--- config.mk ---
export PLATFORM = sky130hd
export DESIGN_NAME = xmem_async_ctrl
export DESIGN_NICKNAME = d
export VERILOG_FILES = /design/src/rtl/xmem_pkg.sv /design/src/rtl/xmem_wait_sync.sv /design/src/rtl/xmem_irq.sv /design/src/rtl/xmem_seq.sv /design/src/rtl/xmem_async_ctrl.sv
export SDC_FILE = /design/constraint.sdc
export NUM_CORES = 1
export LEC_CHECK = 0
export ABC_AREA = 1
export BUFFER_PORTS_ARGS = -buffer_cell sky130_fd_sc_hd__clkbuf_2
export CAP_MARGIN = 20
export CORE_MARGIN = 5
export CORE_UTILIZATION = 50
export DETAILED_ROUTE_END_ITERATION = 10
export PLACE_DENSITY_LB_ADDON = 0.25
export SYNTH_ARGS = -nofsm -noshare
export SYNTH_HDL_FRONTEND = slang
export SYNTH_SLANG_ARGS = --single-unit
--- constraint.sdc ---
create_clock -name clk -period 2.1 [get_ports clk]
set_input_delay 0.42 -clock clk [delete_from_list [all_inputs] [get_ports clk]]
set_output_delay 0.42 -clock clk [all_outputs]
set_load 0.05 [all_outputs]
--- src/rtl/xmem_pkg.sv ---
package xmem_pkg;
  localparam int SETUP_W  = 4;
  localparam int STROBE_W = 6;
  localparam int HOLD_W   = 3;
  localparam int TURN_W   = 2;
  localparam int CNT_W    = (STROBE_W > SETUP_W) ? STROBE_W : SETUP_W;
  localparam int REGIONS  = 3;
  localparam int REG_W    = $clog2(REGIONS);
  localparam int WAIT_W   = 8;
  localparam int DATA_W   = 32;
  localparam int IRQ_N    = 2;
  localparam int IRQ_TMO  = 0;
  localparam int IRQ_RISE = 1;

  // Bit 31 first: the packed layout fixes the field positions of the word.
  typedef struct packed {
    logic                sel_strobe;
    logic                ext_wait;
    logic [1:0]          width;
    logic [TURN_W-1:0]   turn;
    logic [SETUP_W-1:0]  wr_setup;
    logic [STROBE_W-1:0] wr_strobe;
    logic [HOLD_W-1:0]   wr_hold;
    logic [SETUP_W-1:0]  rd_setup;
    logic [STROBE_W-1:0] rd_strobe;
    logic [HOLD_W-1:0]   rd_hold;
  } region_cfg_t;

  typedef enum logic [2:0] {
    PH_IDLE, PH_TURN, PH_SETUP, PH_STROBE, PH_HOLD
  } phase_e;

  function automatic logic [CNT_W-1:0] lead_cnt(region_cfg_t c, logic wr);
    return wr ? CNT_W'(c.wr_setup) : CNT_W'(c.rd_setup);
  endfunction

  function automatic logic [CNT_W-1:0] body_cnt(region_cfg_t c, logic wr);
    return wr ? CNT_W'(c.wr_strobe) : CNT_W'(c.rd_strobe);
  endfunction

  function automatic logic [CNT_W-1:0] tail_cnt(region_cfg_t c, logic wr);
    return wr ? CNT_W'(c.wr_hold) : CNT_W'(c.rd_hold);
  endfunction

  function automatic logic [DATA_W-1:0] lane_mask(logic [1:0] w);
    case (w)
      2'd0:    return DATA_W'(32'h0000_00FF);
      2'd1:    return DATA_W'(32'h0000_FFFF);
      default: return '1;
    endcase
  endfunction
endpackage

--- src/rtl/xmem_wait_sync.sv ---
module xmem_wait_sync #(
  parameter int STAGES = 2
) (
  input  logic clk,
  input  logic rst_n,
  input  logic pin,
  input  logic pol,
  output logic active,
  output logic rise
);
  logic [STAGES-1:0] sync_q;
  logic [STAGES:0]   fill_q;
  logic              prev_q;
  logic              level;

  always_ff @(posedge clk or negedge rst_n) begin
    if (!rst_n) begin
      sync_q <= '0;
      fill_q <= '0;
      prev_q <= 1'b0;
    end else begin
      sync_q <= {sync_q[STAGES-2:0], pin};
      fill_q <= {fill_q[STAGES-1:0], 1'b1};
      prev_q <= level;
    end
  end

  assign level  = sync_q[STAGES-1];
  assign active = pol ? level : ~level;
  // Edges are only trusted once the synchronizer holds real pin samples.
  assign rise   = fill_q[STAGES] & level & ~prev_q;
endmodule

--- src/rtl/xmem_irq.sv ---
module xmem_irq
  import xmem_pkg::*;
(
  input  logic             clk,
  input  logic             rst_n,
  input  logic [IRQ_N-1:0] evt,
  input  logic [IRQ_N-1:0] clr,
  input  logic [IRQ_N-1:0] mask_set,
  input  logic [IRQ_N-1:0] mask_clr,
  output logic [IRQ_N-1:0] mask,
  output logic [IRQ_N-1:0] status,
  output logic             irq
);
  logic [IRQ_N-1:0] raw_q;
  logic [IRQ_N-1:0] mask_q;

  for (genvar i = 0; i < IRQ_N; i++) begin : g_bit
    always_ff @(posedge clk or negedge rst_n) begin
      if (!rst_n) begin
        raw_q[i]  <= 1'b0;
        mask_q[i] <= 1'b0;
      end else begin
        raw_q[i]  <= evt[i] | (raw_q[i] & ~clr[i]);
        mask_q[i] <= mask_set[i] | (mask_q[i] & ~mask_clr[i]);
      end
    end
  end

  assign mask   = mask_q;
  assign status = raw_q & mask_q;
  assign irq    = |status;
endmodule

--- src/rtl/xmem_seq.sv ---
module xmem_seq
  import xmem_pkg::*;
#(
  parameter int ADDR_W = 16
) (
  input  logic                       clk,
  input  logic                       rst_n,
  input  region_cfg_t [REGIONS-1:0]  cfg_tab,
  input  logic                       req_valid,
  input  logic                       req_write,
  input  logic [REG_W-1:0]           req_region,
  input  logic [ADDR_W-1:0]          req_addr,
  input  logic [DATA_W-1:0]          req_wdata,
  output logic                       req_ready,
  output logic [DATA_W-1:0]          rsp_rdata,
  output logic                       rsp_timeout,
  input  logic                       wait_act,
  input  logic [WAIT_W-1:0]          max_wait,
  output logic                       tmo_evt,
  output logic [REGIONS-1:0]         mem_cs_n,
  output logic                       mem_oe_n,
  output logic                       mem_we_n,
  output logic [ADDR_W-1:0]          mem_addr,
  output logic [DATA_W-1:0]          mem_dout,
  output logic                       mem_dout_en,
  input  logic [DATA_W-1:0]          mem_din
);
  phase_e             state_q;
  logic [CNT_W-1:0]   cnt_q;
  logic [WAIT_W-1:0]  wcnt_q;
  logic [REG_W-1:0]   reg_q;
  logic               wr_q;
  logic [ADDR_W-1:0]  addr_q;
  logic [DATA_W-1:0]  wdata_q;
  region_cfg_t        cfg_q;
  logic               prev_ok_q;
  logic               done_q;
  logic               tmo_q;
  logic               tmo_evt_q;
  logic [DATA_W-1:0]  rdata_q;

  logic [REG_W-1:0]   pick;
  region_cfg_t        new_cfg;
  logic               need_turn;
  logic               cnt_zero;
  logic [DATA_W-1:0]  cap;
  logic               span;
  logic               cs_on;

  assign pick      = (req_region >= REG_W'(REGIONS)) ? REG_W'(REGIONS-1) : req_region;
  assign new_cfg   = cfg_tab[pick];
  assign need_turn = prev_ok_q && ((reg_q != pick) || (wr_q != req_write));
  assign cnt_zero  = (cnt_q == '0);
  assign cap       = mem_din & lane_mask(cfg_q.width);

  always_ff @(posedge clk or negedge rst_n) begin
    if (!rst_n) begin
      state_q   <= PH_IDLE;
      cnt_q     <= '0;
      wcnt_q    <= '0;
      reg_q     <= '0;
      wr_q      <= 1'b0;
      addr_q    <= '0;
      wdata_q   <= '0;
      cfg_q     <= '0;
      prev_ok_q <= 1'b0;
      done_q    <= 1'b0;
      tmo_q     <= 1'b0;
      tmo_evt_q <= 1'b0;
      rdata_q   <= '0;
    end else begin
      done_q    <= 1'b0;
      tmo_evt_q <= 1'b0;
      case (state_q)
        PH_IDLE: begin
          if (req_valid && !done_q) begin
            reg_q     <= pick;
            wr_q      <= req_write;
            addr_q    <= req_addr;
            wdata_q   <= req_wdata;
            cfg_q     <= new_cfg;
            prev_ok_q <= 1'b1;
            if (need_turn) begin
              state_q <= PH_TURN;
              cnt_q   <= CNT_W'(new_cfg.turn);
            end else begin
              state_q <= PH_SETUP;
              cnt_q   <= lead_cnt(new_cfg, req_write);
            end
          end
        end
        PH_TURN: begin
          if (cnt_zero) begin
            state_q <= PH_SETUP;
            cnt_q   <= lead_cnt(cfg_q, wr_q);
          end else begin
            cnt_q <= cnt_q - 1'b1;
          end
        end
        PH_SETUP: begin
          if (cnt_zero) begin
            state_q <= PH_STROBE;
            cnt_q   <= body_cnt(cfg_q, wr_q);
            wcnt_q  <= '0;
          end else begin
            cnt_q <= cnt_q - 1'b1;
          end
        end
        PH_STROBE: begin
          if (!cnt_zero) begin
            cnt_q <= cnt_q - 1'b1;
          end else if (cfg_q.ext_wait && wait_act) begin
            if (wcnt_q == max_wait) begin
              if (!wr_q) rdata_q <= cap;
              tmo_q     <= 1'b1;
              tmo_evt_q <= 1'b1;
              done_q    <= 1'b1;
              state_q   <= PH_IDLE;
            end else begin
              wcnt_q <= wcnt_q + 1'b1;
            end
          end else begin
            if (!wr_q) rdata_q <= cap;
            tmo_q   <= 1'b0;
            state_q <= PH_HOLD;
            cnt_q   <= tail_cnt(cfg_q, wr_q);
          end
        end
        PH_HOLD: begin
          if (cnt_zero) begin
            state_q <= PH_IDLE;
            done_q  <= 1'b1;
          end else begin
            cnt_q <= cnt_q - 1'b1;
          end
        end
        default: state_q <= PH_IDLE;
      endcase
    end
  end

  assign span  = (state_q == PH_SETUP) || (state_q == PH_STROBE) || (state_q == PH_HOLD);
  assign cs_on = cfg_q.sel_strobe ? (state_q == PH_STROBE) : span;

  for (genvar i = 0; i < REGIONS; i++) begin : g_cs
    assign mem_cs_n[i] = ~(cs_on && (reg_q == REG_W'(i)));
  end

  assign mem_oe_n    = ~((state_q == PH_STROBE) && !wr_q);
  assign mem_we_n    = ~((state_q == PH_STROBE) && wr_q);
  assign mem_dout_en = span && wr_q;
  assign mem_addr    = addr_q;
  assign mem_dout    = wdata_q & lane_mask(cfg_q.width);
  assign req_ready   = done_q;
  assign rsp_rdata   = rdata_q;
  assign rsp_timeout = tmo_q;
  assign tmo_evt     = tmo_evt_q;
endmodule

--- src/rtl/xmem_async_ctrl.sv ---
module xmem_async_ctrl
  import xmem_pkg::*;
#(
  parameter int ADDR_W      = 16,
  parameter int SYNC_STAGES = 2
) (
  input  logic                clk,
  input  logic                rst_n,
  input  logic [31:0]         cfg_r0,
  input  logic [31:0]         cfg_r1,
  input  logic [31:0]         cfg_r2,
  input  logic                wait_pol,
  input  logic [WAIT_W-1:0]   max_wait,
  input  logic [IRQ_N-1:0]    irq_mask_set,
  input  logic [IRQ_N-1:0]    irq_mask_clr,
  input  logic [IRQ_N-1:0]    irq_clr,
  output logic [IRQ_N-1:0]    irq_status,
  output logic                irq,
  input  logic                req_valid,
  output logic                req_ready,
  input  logic                req_write,
  input  logic [REG_W-1:0]    req_region,
  input  logic [ADDR_W-1:0]   req_addr,
  input  logic [DATA_W-1:0]   req_wdata,
  output logic [DATA_W-1:0]   rsp_rdata,
  output logic                rsp_timeout,
  output logic [REGIONS-1:0]  mem_cs_n,
  output logic                mem_oe_n,
  output logic                mem_we_n,
  output logic [ADDR_W-1:0]   mem_addr,
  output logic [DATA_W-1:0]   mem_dout,
  output logic                mem_dout_en,
  input  logic [DATA_W-1:0]   mem_din,
  input  logic                mem_wait
);
  region_cfg_t [REGIONS-1:0] cfg_tab;
  logic                      wait_act;
  logic                      wait_rise;
  logic                      tmo_evt;
  logic [IRQ_N-1:0]          irq_evt;
  logic [IRQ_N-1:0]          irq_mask_q;

  assign cfg_tab[0] = region_cfg_t'(cfg_r0);
  assign cfg_tab[1] = region_cfg_t'(cfg_r1);
  assign cfg_tab[2] = region_cfg_t'(cfg_r2);

  xmem_wait_sync #(.STAGES(SYNC_STAGES)) u_wait (
    .clk    (clk),
    .rst_n  (rst_n),
    .pin    (mem_wait),
    .pol    (wait_pol),
    .active (wait_act),
    .rise   (wait_rise)
  );

  xmem_seq #(.ADDR_W(ADDR_W)) u_seq (
    .clk         (clk),
    .rst_n       (rst_n),
    .cfg_tab     (cfg_tab),
    .req_valid   (req_valid),
    .req_write   (req_write),
    .req_region  (req_region),
    .req_addr    (req_addr),
    .req_wdata   (req_wdata),
    .req_ready   (req_ready),
    .rsp_rdata   (rsp_rdata),
    .rsp_timeout (rsp_timeout),
    .wait_act    (wait_act),
    .max_wait    (max_wait),
    .tmo_evt     (tmo_evt),
    .mem_cs_n    (mem_cs_n),
    .mem_oe_n    (mem_oe_n),
    .mem_we_n    (mem_we_n),
    .mem_addr    (mem_addr),
    .mem_dout    (mem_dout),
    .mem_dout_en (mem_dout_en),
    .mem_din     (mem_din)
  );

  always_comb begin
    irq_evt           = '0;
    irq_evt[IRQ_TMO]  = tmo_evt;
    irq_evt[IRQ_RISE] = wait_rise;
  end

  xmem_irq u_irq (
    .clk      (clk),
    .rst_n    (rst_n),
    .evt      (irq_evt),
    .clr      (irq_clr),
    .mask_set (irq_mask_set),
    .mask_clr (irq_mask_clr),
    .mask     (irq_mask_q),
    .status   (irq_status),
    .irq      (irq)
  );
endmodule

# --- After elaboration in Yosys (flattened, before gate mapping) ---
# Cells that the tools add are included.
word_totals:
  regBits: 144
  inputBits: 198
  out_inout_bits: 91
  word_cells: 146
op_classes:
  addsub: 2
  n_lt_le_gt_ge: 2
  eq_ne: 21
  mux: 43
  bitwise: 24
  n_reduce_logical: 26
op_table:
  columns: ["op", "n"]
  rows:
  - ["$mux 32", 4]
  - ["$and 32x32->32", 2]
  - ["$bmux 32 s2", 1]
  - ["$pmux 32 s2", 1]
  - ["$mux 6", 8]
  - ["$mux 8", 4]
  - ["$pmux 6 s5", 1]
  - ["$mux 3", 8]
  - ["$pmux 8 s2", 1]
  - ["$pmux 3 s5", 1]
  - ["$ne 2x1->1 const B", 6]
  - ["$not 1->1", 11]
  - ["$logic_and 1x1->1", 9]
  - ["$mux 1", 9]
  - ["$add 8x1->8 const B", 1]
  - ["$eq 8x8->1", 1]
  - ["$mux 4", 2]
  - ["$and 1x1->1", 6]
  - ["$eq 3x2->1 const B", 2]
  - ["$logic_not 6->1", 1]
  - ["$ne 2x2->1 const B", 3]
  - ["$ne 3x3->1 const B", 2]
  - ["$reduce_and 6->1", 1]
  - ["$sub 6x1->6 const B", 1]
  - ["other kinds (23)", 32]

# --- Longest topological paths before layout ---
# Gate-level depths: netlist (run 1).
logic_depth:
  ltp_word: 8
  depth_mapped: 13
  mapped_depth_nobuf: 12

# --- Cells and area by module ---
# Synthesis (run 1) repeated with hierarchy kept, for this count alone.
unflattened:
  cells_unflattened: 1022
  hier_area_um2: 7566.0
modules_own_cells:
  columns: ["module", "instances", "cells_each", "area_each_um2", "seq_area_each_um2"]
  rows:
  - ["xmem_seq", 1, 983, 7206.9, 3353.2]
  - ["xmem_wait_sync", 1, 14, 180.2, 150.1]
  - ["xmem_irq", 1, 25, 178.9, 100.1]

# --- Worst setup path after synthesis (run 1) ---
# No wires, ideal clock.
synth_timing:
  path_kind: "register to output"
  startpoint: "register u_seq.wr_q"
  endpoint: "output mem_dout_en"
  t_arrival_ns: 1.628
  required_time_ns: 1.680
  slack_ns: 0.052
  path_stages_with_launch: 5
  path_buffers: 2
  cell_sequence: "dfrtp_1 -> inv_1 -> buf_2 -> clkbuf_1 -> a21oi_1"
synth_between:
  elab_chain_cells: 1
synth_lines:
  columns: ["element", "line_no", "rtl"]
  rows:
  - ["start, declared", "xmem_seq.sv:32", "logic wr_q;"]
  - ["start signal, assigned", "xmem_seq.sv:78", "wr_q <= req_write;"]
  - ["$logic_and 1x1->1", "xmem_seq.sv:151", "assign mem_dout_en = span && wr_q;"]
  - ["end, declared", "xmem_async_ctrl.sv:32", "output logic mem_dout_en,"]
# Every way passes these cells.

# --- Worst setup path in the final report (run 1) ---
layout_timing:
  startpoint: "register u_seq.state_q[1]"
  endpoint: "output mem_cs_n[0]"
layout_between:
  elab_chain_cells: 6
  elab_cells_between_ends: 8
  cone_classes: "eq/ne: 3; mux: 1; bitwise: 1; reduce/logical: 3"
layout_lines:
  columns: ["element", "line_no", "rtl"]
  rows:
  - ["start, declared", "xmem_seq.sv:28", "phase_e state_q;"]
  - ["start signal, assigned", "xmem_seq.sv:58", "state_q <= PH_IDLE;"]
  - ["start signal, assigned", "xmem_seq.sv:84", "state_q <= PH_TURN;"]
  - ["start signal, assigned", "xmem_seq.sv:87", "state_q <= PH_SETUP;"]
  - ["$eq 3x2->1, on equally long branches", "xmem_seq.sv:142, xmem_seq.sv:143", null]
  - ["$logic_or 1x1->1 (2 in series)", "xmem_seq.sv:142", "assign span = (state_q == PH_SETUP) || (state_q == PH_STROBE) || (state_q == PH_HOLD);"]
  - ["$mux 1 (*)", "xmem_seq.sv:143", "assign cs_on = cfg_q.sel_strobe ? (state_q == PH_STROBE) : span;"]
  - ["$logic_and 1x1->1 (*)", "xmem_seq.sv:146", "assign mem_cs_n[i] = ~(cs_on && (reg_q == REG_W'(i)));"]
  - ["$not 1->1 (*)", "xmem_seq.sv:146", null]
  - ["end, declared", "xmem_async_ctrl.sv:27", "output logic [REGIONS-1:0] mem_cs_n,"]
# Mark *: on every way between the ends. The rest lies on a longest branch, timed or not.

==> impl_metrics.env, run 1 <==
export IMPL_first_iter_violations=418
export IMPL_syn_area_sq_mm=0.007605
export IMPL_row_count=45
export IMPL_endpoint_kind="output port"
export IMPL_start_kind="flip-flop"
export IMPL_synth_distinct_cells=33
export IMPL_power_uw=14950
export IMPL_gp_congestion=0.9156
export IMPL_cpPeakStageDelay_ns=0.44
export IMPL_skew_ns=0.007143
export IMPL_worstPathRequired_ns=1.68
export IMPL_cp_max_fo=4
export IMPL_synthTopCellsByArea="dfrtp_1 47%, nand2_1 22%, inv_1 4.7%, o21ai_0 4.4%, nand3_1 3.5%"
export IMPL_arrival_ns=1.65
export IMPL_clock_latency_ns=0.42
export IMPL_start_util_pct=50.59
export IMPL_io_pins=289
export IMPL_setup_violations=0
export IMPL_dieArea_sq_mm=0.01778
export IMPL_vias=7605
export IMPL_cts_root_buf="clkbuf_16"
export IMPL_rsz0062_at_grt="yes"
export IMPL_hpwl_um=16230
export IMPL_grt_pass1_vias=7485
export IMPL_hold_viol_final=0
export IMPL_maxCapViolCount=0
export IMPL_synth_area_leader_cell="dfrtp_1"
export IMPL_worst_path_buf_inv=4
export IMPL_grt_pass1_wl_um=35560
export IMPL_post_route_period_util_pct=98.35
export IMPL_fp_coreArea_sq_mm=0.01503
export IMPL_max_freq_mhz=484.2
export IMPL_p_per_area_mw_per_mm2=1511
export IMPL_leakagePower_uw=0.005743
export IMPL_crit_family="flip-flops"
export IMPL_clk_pin_slew_ns=0.06
export IMPL_grt_max_degree=68
export IMPL_ys_warn_count=0
export IMPL_status="completed"
export IMPL_utilization_pct=65.83
export IMPL_crit_top_cell="inv_2"
export IMPL_cts_sinks=144
export IMPL_critPathSlowestCell="dfrtp_2"
export IMPL_yosysSeqAreaShare_pct=47.38
export IMPL_syn_num_nets=1241
export IMPL_routedWlPerCell_um=14.38
export IMPL_drive_above_1_share_pct=29.04
export IMPL_syn_inst=1040
export IMPL_ys_ff_latch=144
export IMPL_cts_buffers=17
export IMPL_antenna_found_initial=0
export IMPL_grt_total_usage_pct=24.43
export IMPL_grt_overflow=0
export IMPL_die_h_um=133.3
export IMPL_avgSynthCellArea_sq_um=7.312
export IMPL_htree_num_levels=4
export IMPL_peakVddDrop_uv=1045
export IMPL_min_period_ns=2.065
export IMPL_cts_tree="done"
export IMPL_viasPerCell=5.013
export IMPL_syn_to_final_growth_pct=30.13
export IMPL_ant_nets=0
export IMPL_die_x_um=133.3
export IMPL_drc=0
export IMPL_io_buffer_count=288
export IMPL_slew_violations=0
export IMPL_hold_class="in2reg"
export IMPL_cts_path_max_buffers=2
export IMPL_path_class="reg2out"
export IMPL_num_antenna_cells=0
export IMPL_layout_nets=1517
export IMPL_synth_top_area_share_pct=47.38
export IMPL_dr_pass1_iters=5
export IMPL_wl_um=21810
export IMPL_worstPathCellList="inv_2 > nor2_1 > inv_1 > nand2_2 > a21oi_4 > inv_2 > nand3_2 > buf_8"
==> layout make-up <==
cell class	count	area (sq um)
fillers	1344	5137
flip-flops and latches	144	3606
multi-input cells	737	3362
repair buffers	317	1774
clock buffers	19	442.9
inverters	99	371.6
well taps	188	235.2
clock inverters	13	103.9
==> layout by cell type (no fill, tap or decap), drive strengths merged, types with 7 or more instances in the layout <==
master,count
nand3,56
nand2,443
nor2,55
dfrtp,144
o21ai,68
nand4,34
a21oi,26
a31oi,16
clkinv,7
or2,10
inv,104
buf,34
clkbuf,301
xnor2,10
==> worst paths after layout <==
| path | from | end | slack [ns] | cells past startpoint |
|---|---|---|---|---|
| min in group asynchronous | rst_n | u_seq.wdata_q[11]$_DFFE_PN0P_ | 0.52 | 2 |
| worst min-delay path | mem_wait | u_wait.sync_q[0]$_DFF_PN0_ | 0.11 | 1 |
| worst max-delay path | u_seq.state_q[1]$_DFFE_PN0P_ | mem_cs_n[0] | 0.03 | 8 |
| worst max register to register | u_seq.wcnt_q[0]$_DFFE_PN0P_ | u_seq.rsp_rdata[31]$_DFFE_PN0P_ | 0.24 | 8 |
| worst min register to register | u_wait.fill_q[1]$_DFF_PN0_ | u_wait.fill_q[2]$_DFF_PN0_ | 0.35 | 0 |
| max in group asynchronous | rst_n | u_seq.rsp_rdata[26]$_DFFE_PN0P_ | 0.93 | 3 |
==> cells in the mapped netlist, drive strengths merged <==
cell / number
buf: 39
inv: 99
o21a: 1
a31oi: 16
o22a: 1
o21ai: 68
nand2: 443
o22ai: 1
or2: 10
nand4: 34
nand3: 56
xnor2: 10
nor2: 55
dfrtp: 144
nor3: 3
conb: 1
o21bai: 3
ha: 3
clkbuf: 21
a21oi: 26
xor2: 3
nor3b: 1
o211ai: 2
==> cell families (layout without fill, tap and decap cells) <==
family / after synthesis / count (layout) / synth area share (%)
other: 1 / 1 / 0.04931
and+or+nand+nor: 602 / 602 / 33.07
adders and majority gates: 3 / 3 / 0.4936
buffers and inverters: 159 / 448 / 9.197
xor gates and xnor gates: 13 / 13 / 1.497
AOI/OAI and AO/OA: 118 / 118 / 8.309
DFF: 144 / 144 / 47.38
==> metal layers <==
layer / global-route usage [%] / share of wire [%] / vias to the layer above
li1: - / - / 3820
met1: 31.70 / 43 / 3457
met2: 40.86 / 49 / 291
met3: 4.909 / 6.3 / 37
met4: 8.686 / 2.2 / 0
met5: 0 / 0 / -
==> registers in the layout, summed over array words and instances (netlist names) <==
| signal | flops |
|---|---|
| u_seq.wcnt_q | 8 |
| u_seq.cfg_q | 30 |
| u_seq.mem_addr | 16 |
| u_wait.sync_q | 2 |
| u_seq.rsp_rdata | 32 |
| u_seq.cnt_q | 6 |
| u_seq.req_ready | 1 |
| u_wait.prev_q | 1 |
| u_wait.fill_q | 3 |
| u_seq.reg_q | 2 |
| u_seq.rsp_timeout | 1 |
| u_seq.wr_q | 1 |
| u_seq.wdata_q | 32 |
| u_seq.tmo_evt | 1 |
| u_seq.state_q | 3 |
| u_seq.prev_ok_q | 1 |
| u_irq.raw_q | 2 |
| u_irq.mask | 2 |
==> metrics by stage <==
| stage | setup TNS, ns | instances | area, sq um | hold slack (ns) | setup WS (ns) |
|---|---|---|---|---|---|
| finish | 0 | 1517 | 9896 | 0.1097 | 0.03455 |
| global route | -0.03463 | 1517 | 9896 | 0.08912 | -0.01939 |
| CTS | 0 | 1514 | 9847 | 0.08893 | 0.01679 |
| detailed placement | 0 | 1478 | 9198 | 0.3416 | 0.2014 |
| global placement | 0 | 1478 | 9198 | 0.3322 | 0.2396 |
| floorplan | 0 | 1040 | 7605 | 0.1244 | 0.05152 |
==> power breakdown <==
group | leakage (uW) | internal [uW] | total, uW | switching, uW
clock network | 0.000270 | 1560 | 2780 | 1220
registers | 0.00183 | 3840 | 4440 | 603
logic | 0.00364 | 2130 | 7730 | 5590
total | 0.00574 | 7540 | 14900 | 7410
==> timing repair <==
item                                    in CTS  in global routing
endpoints found under the setup margin       6                  5
setup buffers                                3                  3
gates resized for setup                     20                  8
endpoints found under the hold margin       45                  0
pin swaps                                    1                  2
hold buffers                                 1                  0
Power figures use the tool's default switching activity.
==> run 2, diff against run 1 <==
--- a/config.mk
+++ b/config.mk
@@ -5,12 +5,12 @@
 export SDC_FILE = /design/constraint.sdc
 export NUM_CORES = 1
 export LEC_CHECK = 0
-export ABC_AREA = 1
 export BUFFER_PORTS_ARGS = -buffer_cell sky130_fd_sc_hd__clkbuf_2
 export CAP_MARGIN = 20
 export CORE_MARGIN = 5
-export CORE_UTILIZATION = 50
+export CORE_UTILIZATION = 49
 export DETAILED_ROUTE_END_ITERATION = 10
+export GPL_TIMING_DRIVEN = 0
 export PLACE_DENSITY_LB_ADDON = 0.25
 export SYNTH_ARGS = -nofsm -noshare
 export SYNTH_HDL_FRONTEND = slang
==> impl_metrics.env, run 2 <==
export IMPL_status="finished with violations"
export IMPL_syn_area_sq_mm=0.007316
export IMPL_viasPerCell=5.222
export IMPL_fp_coreArea_sq_mm=0.01459
export IMPL_slew_headroom_pct=51.50
export IMPL_dieArea_sq_mm=0.01747
export IMPL_p_per_area_mw_per_mm2=1592
export IMPL_grt_max_degree=83
export IMPL_p_sw_share_pct=46.02
export IMPL_cts_sinks=144
export IMPL_hold_class="in2reg"
export IMPL_synthTopCellsByArea="dfrtp_1 49%, mux2_1 12%, mux2i_1 7.7%, nand2_1 3.7%, o21ai_1 2.5%"
export IMPL_layout_nets=1229
export IMPL_post_route_period_util_pct=103.6
export IMPL_synth_distinct_cells=61
export IMPL_start_kind="flip-flop"
export IMPL_synth_most_common_cell="dfrtp_1"
export IMPL_skew_ns=0.008758
export IMPL_endpoint_kind="output port"
export IMPL_worstPathRequired_ns=1.68
export IMPL_cts_buffers=17
export IMPL_syn_to_final_growth_pct=38.93
export IMPL_start_util_pct=50.15
export IMPL_combPwrFrac_pct=51.8
export IMPL_syn_num_nets=890
export IMPL_yosysSeqAreaShare_pct=49.26
export IMPL_clk_pin_slew_ns=0.06
export IMPL_utilization_pct=69.67
export IMPL_worstPathCellList="nor2_4 > nand2_4 > a2bb2oi_4 > or3_4 > buf_8"
export IMPL_fin_cells=1225
export IMPL_cts_root_buf="clkbuf_16"
export IMPL_ant_nets=0
export IMPL_violations="setup timing"
export IMPL_die_x_um=132.2
export IMPL_leakagePower_uw=0.005316
export IMPL_final_cell_mix="282 x clkbuf_2, 135 x dfrtp_1, 72 x mux2_1, 70 x nand2_1, 56 x mux2i_1"
export IMPL_setup_violations=1
export IMPL_power_frac_seq_pct=29.3
export IMPL_ys_warn_count=0
export IMPL_grt_use_met3_pct=5.573
export IMPL_hold_viol_final=0
export IMPL_synth_main_ff_cell="dfrtp_1"
export IMPL_min_period_ns=2.176
export IMPL_io_pins=289
export IMPL_synth_common_cells="144 x dfrtp_1, 78 x mux2_1, 73 x nand2_1, 56 x mux2i_1, 37 x o21ai_1"
export IMPL_grt_util_met2_pct=38.88
export IMPL_reg2regPathDepth=6
export IMPL_cts_tree="done"
export IMPL_io_buffer_count=285
export IMPL_grt_pass1_vias=6464
export IMPL_critPathSlowestCell="dfrtp_2"
export IMPL_antenna_found_initial=1
export IMPL_grt_total_usage_pct=23.88
export IMPL_layout_commonest_cell="clkbuf_2"
export IMPL_routedWlPerCell_um=17.74
export IMPL_arrival_ns=1.76
export IMPL_synth_edff_count=0
export IMPL_met1_usage_pct=30.99
export IMPL_wl_um=21740
export IMPL_avgSynthCellArea_sq_um=10.62
export IMPL_grt_overflow=0
export IMPL_clock_latency_ns=0.42
export IMPL_cpPeakStageDelay_ns=0.44
export IMPL_vias=6397
export IMPL_busiest_layer="met2"
export IMPL_cts_path_max_buffers=2
export IMPL_dp_cells=1159
export IMPL_syn_inst=689
export IMPL_maxCapViolCount=0
export IMPL_power_internal_uw=8734
export IMPL_slew_violations=0
export IMPL_htree_num_levels=4
export IMPL_hpwl_um=16040
export IMPL_async_reset_ff_share_pct=100.0
export IMPL_worst_slack_ns=-0.07569
export IMPL_finalSetupTns_ns=-0.07569
export IMPL_clkPwrFrac_pct=18.8
export IMPL_rsz0062_at_grt="yes"
export IMPL_first_iter_violations=358
export IMPL_gp_congestion=0.9423
export IMPL_drive_above_1_share_pct=41.35
export IMPL_synth_area_leader_cell="dfrtp_1"
export IMPL_holdPathStages=1
export IMPL_peakVddDrop_uv=1185
export IMPL_synth_top_area_share_pct=49.26
export IMPL_fill_cells=1175
export IMPL_max_freq_mhz=459.6
export IMPL_path_class="reg2out"
export IMPL_multi_input_area_sq_mm=0.003542
export IMPL_pre_cts_ws_ns=-0.3224
export IMPL_p_switching_uw=7447
export IMPL_ys_ff_latch=144
export IMPL_grt_pass1_wl_um=33550
export IMPL_drc=0
export IMPL_row_count=44
export IMPL_worstMarginPinSlew_ns=0.7276
export IMPL_dr_pass1_iters=4
export IMPL_die_h_um=132.2
export IMPL_seq_area_sq_mm=0.003615
export IMPL_cp_max_fo=4
## run 2: cell types whose count changed after synthesis, moves of 36 or more
cell / delta
mux2_1: +78
inv_1: -71
o21ai_0: -57
nand3_1: -42
o21ai_1: +36
mux2i_1: +56
nand2_1: -365
## run 2: worst paths after layout
check / startpoint / to / slack (ns)
max in group asynchronous: rst_n / u_seq.wcnt_q[0]$_DFFE_PN0P_ / 0.71
min in group asynchronous: rst_n / u_seq.mem_addr[13]$_DFFE_PN0P_ / 0.58
worst min-delay path: mem_wait / u_wait.sync_q[0]$_DFF_PN0_ / 0.12
worst max-delay path: u_seq.state_q[1]$_DFFE_PN0P_ / mem_cs_n[0] / -0.08
worst max register to register: u_seq.wcnt_q[5]$_DFFE_PN0P_ / u_seq.rsp_rdata[4]$_DFFE_PN0P_ / 0.04
worst min register to register: u_wait.sync_q[0]$_DFF_PN0_ / u_wait.sync_q[1]$_DFF_PN0_ / 0.35
## run 2: layout make-up
cell class,instances,area share [%]
diodes,1,0.02462
well taps,184,2.265
multi-input cells,473,34.85
inverters,25,0.9725
clock buffers,17,4.186
flip-flops and latches,144,35.57
repair buffers,322,17.83
plain buffers,45,2.684
clock inverters,14,1.625
## run 2: what timing repair did
item,4_1_cts,5_1_grt
endpoints found under the setup margin,93,101
resized for setup,46,43
setup buffers,9,24
hold buffers,1,0
endpoints found under the hold margin,5,0
gates cloned,0,2
pin swaps,6,7
## run 2: metal layers
| layer | up-vias | routed length [um] |
|---|---|---|
| li1 | 3077 | - |
| met2 | 255 | 10580 |
| met4 | 0 | 652 |
| met1 | 3024 | 9099 |
| met3 | 41 | 1398 |
| met5 | - | 0 |
## run 2: power by group through the flow
stage | registers [uW] | logic, uW | clock network [uW]
after floorplan | 6080 | 4310 | 0
final | 4750 | 8390 | 3050
after global placement | 4710 | 7490 | 0
after CTS | 4740 | 7960 | 3080
after global routing | 4910 | 8950 | 3210
after detailed placement | 4760 | 7600 | 0
## run 2: worst max-delay path: cells and delay by family, from the launching register on
| family | cells | cell delay [ns] |
|---|---|---|
| simple gates | 3 | 0.58 |
| flops | 1 | 0.44 |
| buf+inv | 1 | 0.16 |
| compound gates | 1 | 0.15 |
## run 2: stage by stage
step,hold WS [ns],power (uW),instance area [sq um]
6_report,0.1222,16180,10160
2_1_floorplan,0.1244,10380,7316
4_1_cts,0.09762,15790,9814
5_1_grt,0.1109,17070,10160
3_3_place_gp,0.3328,12200,8972
3_5_place_dp,0.3347,12370,9009
## run 2: logic make-up after synthesis
group / synth area share, %
buffers and inverters: 4.293
flip-flops: 49.26
XOR/XNOR: 1.556
AND/OR/NAND/NOR: 13.53
other: 0.05126
multiplexers: 20.44
adder cells (fa/ha/maj): 0.5131
AO/OA/AOI/OAI: 10.36
==> run 3, diff against run 2 <==
--- a/config.mk
+++ b/config.mk
@@ -8,7 +8,7 @@
 export BUFFER_PORTS_ARGS = -buffer_cell sky130_fd_sc_hd__clkbuf_2
 export CAP_MARGIN = 20
 export CORE_MARGIN = 5
-export CORE_UTILIZATION = 49
+export CORE_UTILIZATION = 44
 export DETAILED_ROUTE_END_ITERATION = 10
 export GPL_TIMING_DRIVEN = 0
 export PLACE_DENSITY_LB_ADDON = 0.25
==> constraint.sdc (replaced) <==
create_clock -name clk -period 1.8 [get_ports clk]
set_input_delay 0.36 -clock clk [delete_from_list [all_inputs] [get_ports clk]]
set_output_delay 0.36 -clock clk [all_outputs]
set_load 0.05 [all_outputs]
==> impl_metrics.env, run 3 (synthesis gave the netlist of run 2 again) <==
export IMPL_worstPathCellList="nor2_4 > nand2_4 > a2bb2oi_2 > or3_4 > buf_8"
export IMPL_antenna_found_initial=2
export IMPL_routedWlPerCell_um=18.01
export IMPL_finalSetupTns_ns=-7.617
export IMPL_fin_area_sq_mm=0.01085
export IMPL_status="finished with violations"
export IMPL_max_freq_mhz=467.3
export IMPL_row_count=47
export IMPL_layout_nets=1231
export IMPL_grt_pass1_wl_um=35090
export IMPL_cts_tree="done"
export IMPL_drc=0
export IMPL_io_pins=289
export IMPL_worstPathRequired_ns=1.44
export IMPL_min_period_ns=2.140
export IMPL_path_class="reg2out"
export IMPL_hpwl_um=16330
export IMPL_power_uw=20330
export IMPL_final_cell_mix="260 x clkbuf_2, 135 x dfrtp_1, 67 x nand2_1, 62 x mux2_1, 55 x mux2i_1"
export IMPL_start_kind="flip-flop"
export IMPL_grt_pass1_vias=6654
export IMPL_dieArea_sq_mm=0.01931
export IMPL_hold_ws_ns=0.05778
export IMPL_wl_um=22780
export IMPL_crit_path_start="u_seq.state_q[0]$_DFFE_PN0P_"
export IMPL_pre_cts_ws_ns=-0.6943
export IMPL_grt_max_degree=95
export IMPL_power_internal_uw=11300
export IMPL_layout_commonest_cell="clkbuf_2"
export IMPL_min_to="u_wait.sync_q[0]$_DFF_PN0_"
export IMPL_r2r_slack_ns=-0.30
export IMPL_worstMarginPinSlew_ns=0.6448
export IMPL_cts_sinks=144
export IMPL_rsz0062_at_grt="yes"
export IMPL_viasPerCell=5.124
export IMPL_clock_latency_ns=0.42
export IMPL_worst_slack_ns=-0.3399
export IMPL_grt_total_usage_pct=22.88
export IMPL_setup_violations=48
export IMPL_dr_pass1_iters=4
export IMPL_dpl_cell_area_sq_mm=0.009120
export IMPL_slew_violations=0
export IMPL_arrival_ns=1.78
export IMPL_reg2regPathDepth=6
export IMPL_r2r_end="u_seq.cnt_q[4]$_DFFE_PN0P_"
export IMPL_rr_startpoint="u_seq.state_q[0]$_DFFE_PN0P_"
export IMPL_holdPathStages=1
export IMPL_slew_headroom_pct=56.70
export IMPL_io_buffer_count=285
export IMPL_vias=6482
export IMPL_cp_max_fo=7
export IMPL_cts_root_buf="clkbuf_16"
export IMPL_violations="setup timing"
export IMPL_cts_path_max_buffers=2
export IMPL_hp_start="mem_wait"
export IMPL_cts_buffers=17
export IMPL_grt_overflow=0
export IMPL_syn_to_final_growth_pct=48.25
export IMPL_clkPwrFrac_pct=18.1
export IMPL_htree_num_levels=4
export IMPL_p_sw_share_pct=44.41
export IMPL_drive_above_1_share_pct=46.60
export IMPL_start_util_pct=44.43
export IMPL_cpPeakStageDelay_ns=0.42
export IMPL_crit_family="simple AND/OR/NAND/NOR gates"
export IMPL_p_per_area_mw_per_mm2=1874
export IMPL_endpoint_kind="output port"
export IMPL_post_route_period_util_pct=118.9
export IMPL_p_switching_uw=9027
export IMPL_combPwrFrac_pct=54.4
export IMPL_peakVddDrop_uv=1364
export IMPL_hold_viol_final=0
export IMPL_clk_pin_slew_ns=0.06
export IMPL_first_iter_violations=264
export IMPL_seq_area_sq_mm=0.003615
export IMPL_fp_coreArea_sq_mm=0.01647
export IMPL_fill_cells=1353
export IMPL_critPathSlowestCell="dfrtp_1"
export IMPL_multi_input_area_sq_mm=0.003747
export IMPL_leakagePower_uw=0.005571
export IMPL_skew_ns=0.009666
export IMPL_hold_class="in2reg"
export IMPL_gp_congestion=0.9212
export IMPL_die_x_um=138.9
export IMPL_worst_path_buf_inv=1
export IMPL_die_h_um=138.9
export IMPL_ant_nets=0
export IMPL_power_frac_seq_pct=27.5
export IMPL_maxCapViolCount=0
==> run 3: repair_timing <==
item	4_1_cts	5_1_grt
endpoints found under the hold margin	50	0
setup endpoints to repair	163	140
setup buffers	27	10
resized for setup	155	85
hold buffers	1	0
pin swaps	11	7
gates cloned	2	2
==> run 3: how the worst max path moves through the flow <==
stage	endpoint	slack, ns	depth (start not counted)
2_1_floorplan	u_seq.rsp_rdata[12]$_DFFE_PN0P_	-0.11	6
3_3_place_gp	u_seq.req_ready$_DFF_PN0_	-2.47	1
3_5_place_dp	u_seq.cfg_q[1]$_DFFE_PN0P_	-0.69	6
4_1_cts	mem_cs_n[0]	-0.34	5
5_1_grt	mem_cs_n[0]	-0.40	5
6_report	mem_cs_n[0]	-0.34	5
==> run 3: cell type report <==
class / instances / share of cell area [%]
buffer: 44 / 3.138
tap: 220 / 2.538
inverter: 25 / 0.9345
multi-input combinational: 473 / 34.55
timing repair buffer: 325 / 19.75
antenna: 2 / 0.04615
sequential: 144 / 33.33
clock buffer: 24 / 4.534
clock inverter: 8 / 1.177
==> run 3: stage by stage <==
step / instances / util (%)
finish: 1265 / 65.87
CTS: 1255 / 64.24
floorplan: 689 / -
detailed placement: 1195 / 55.39
global route: 1265 / 65.87
global placement: 1194 / 55.17
==> run 3: power by group through the flow <==
stage,Clock (uW),Sequential (uW),Combinational (uW)
5_1_grt,3900,5750,11700
2_1_floorplan,0,7100,5150
4_1_cts,3740,5530,10400
3_5_place_dp,0,5570,9020
3_3_place_gp,0,5520,8910
6_report,3690,5590,11100
==> run 3: routing by layer <==
layer / share of wire, % / wire length (um) / global-route usage (%) / up-vias
li1: - / - / - / 3086
met1: 42 / 9494 / 28.41 / 3109
met2: 50 / 11310 / 38.38 / 239
met3: 5.8 / 1313 / 5.517 / 48
met4: 2.9 / 661 / 9.475 / 0
met5: 0 / 0 / 0 / -
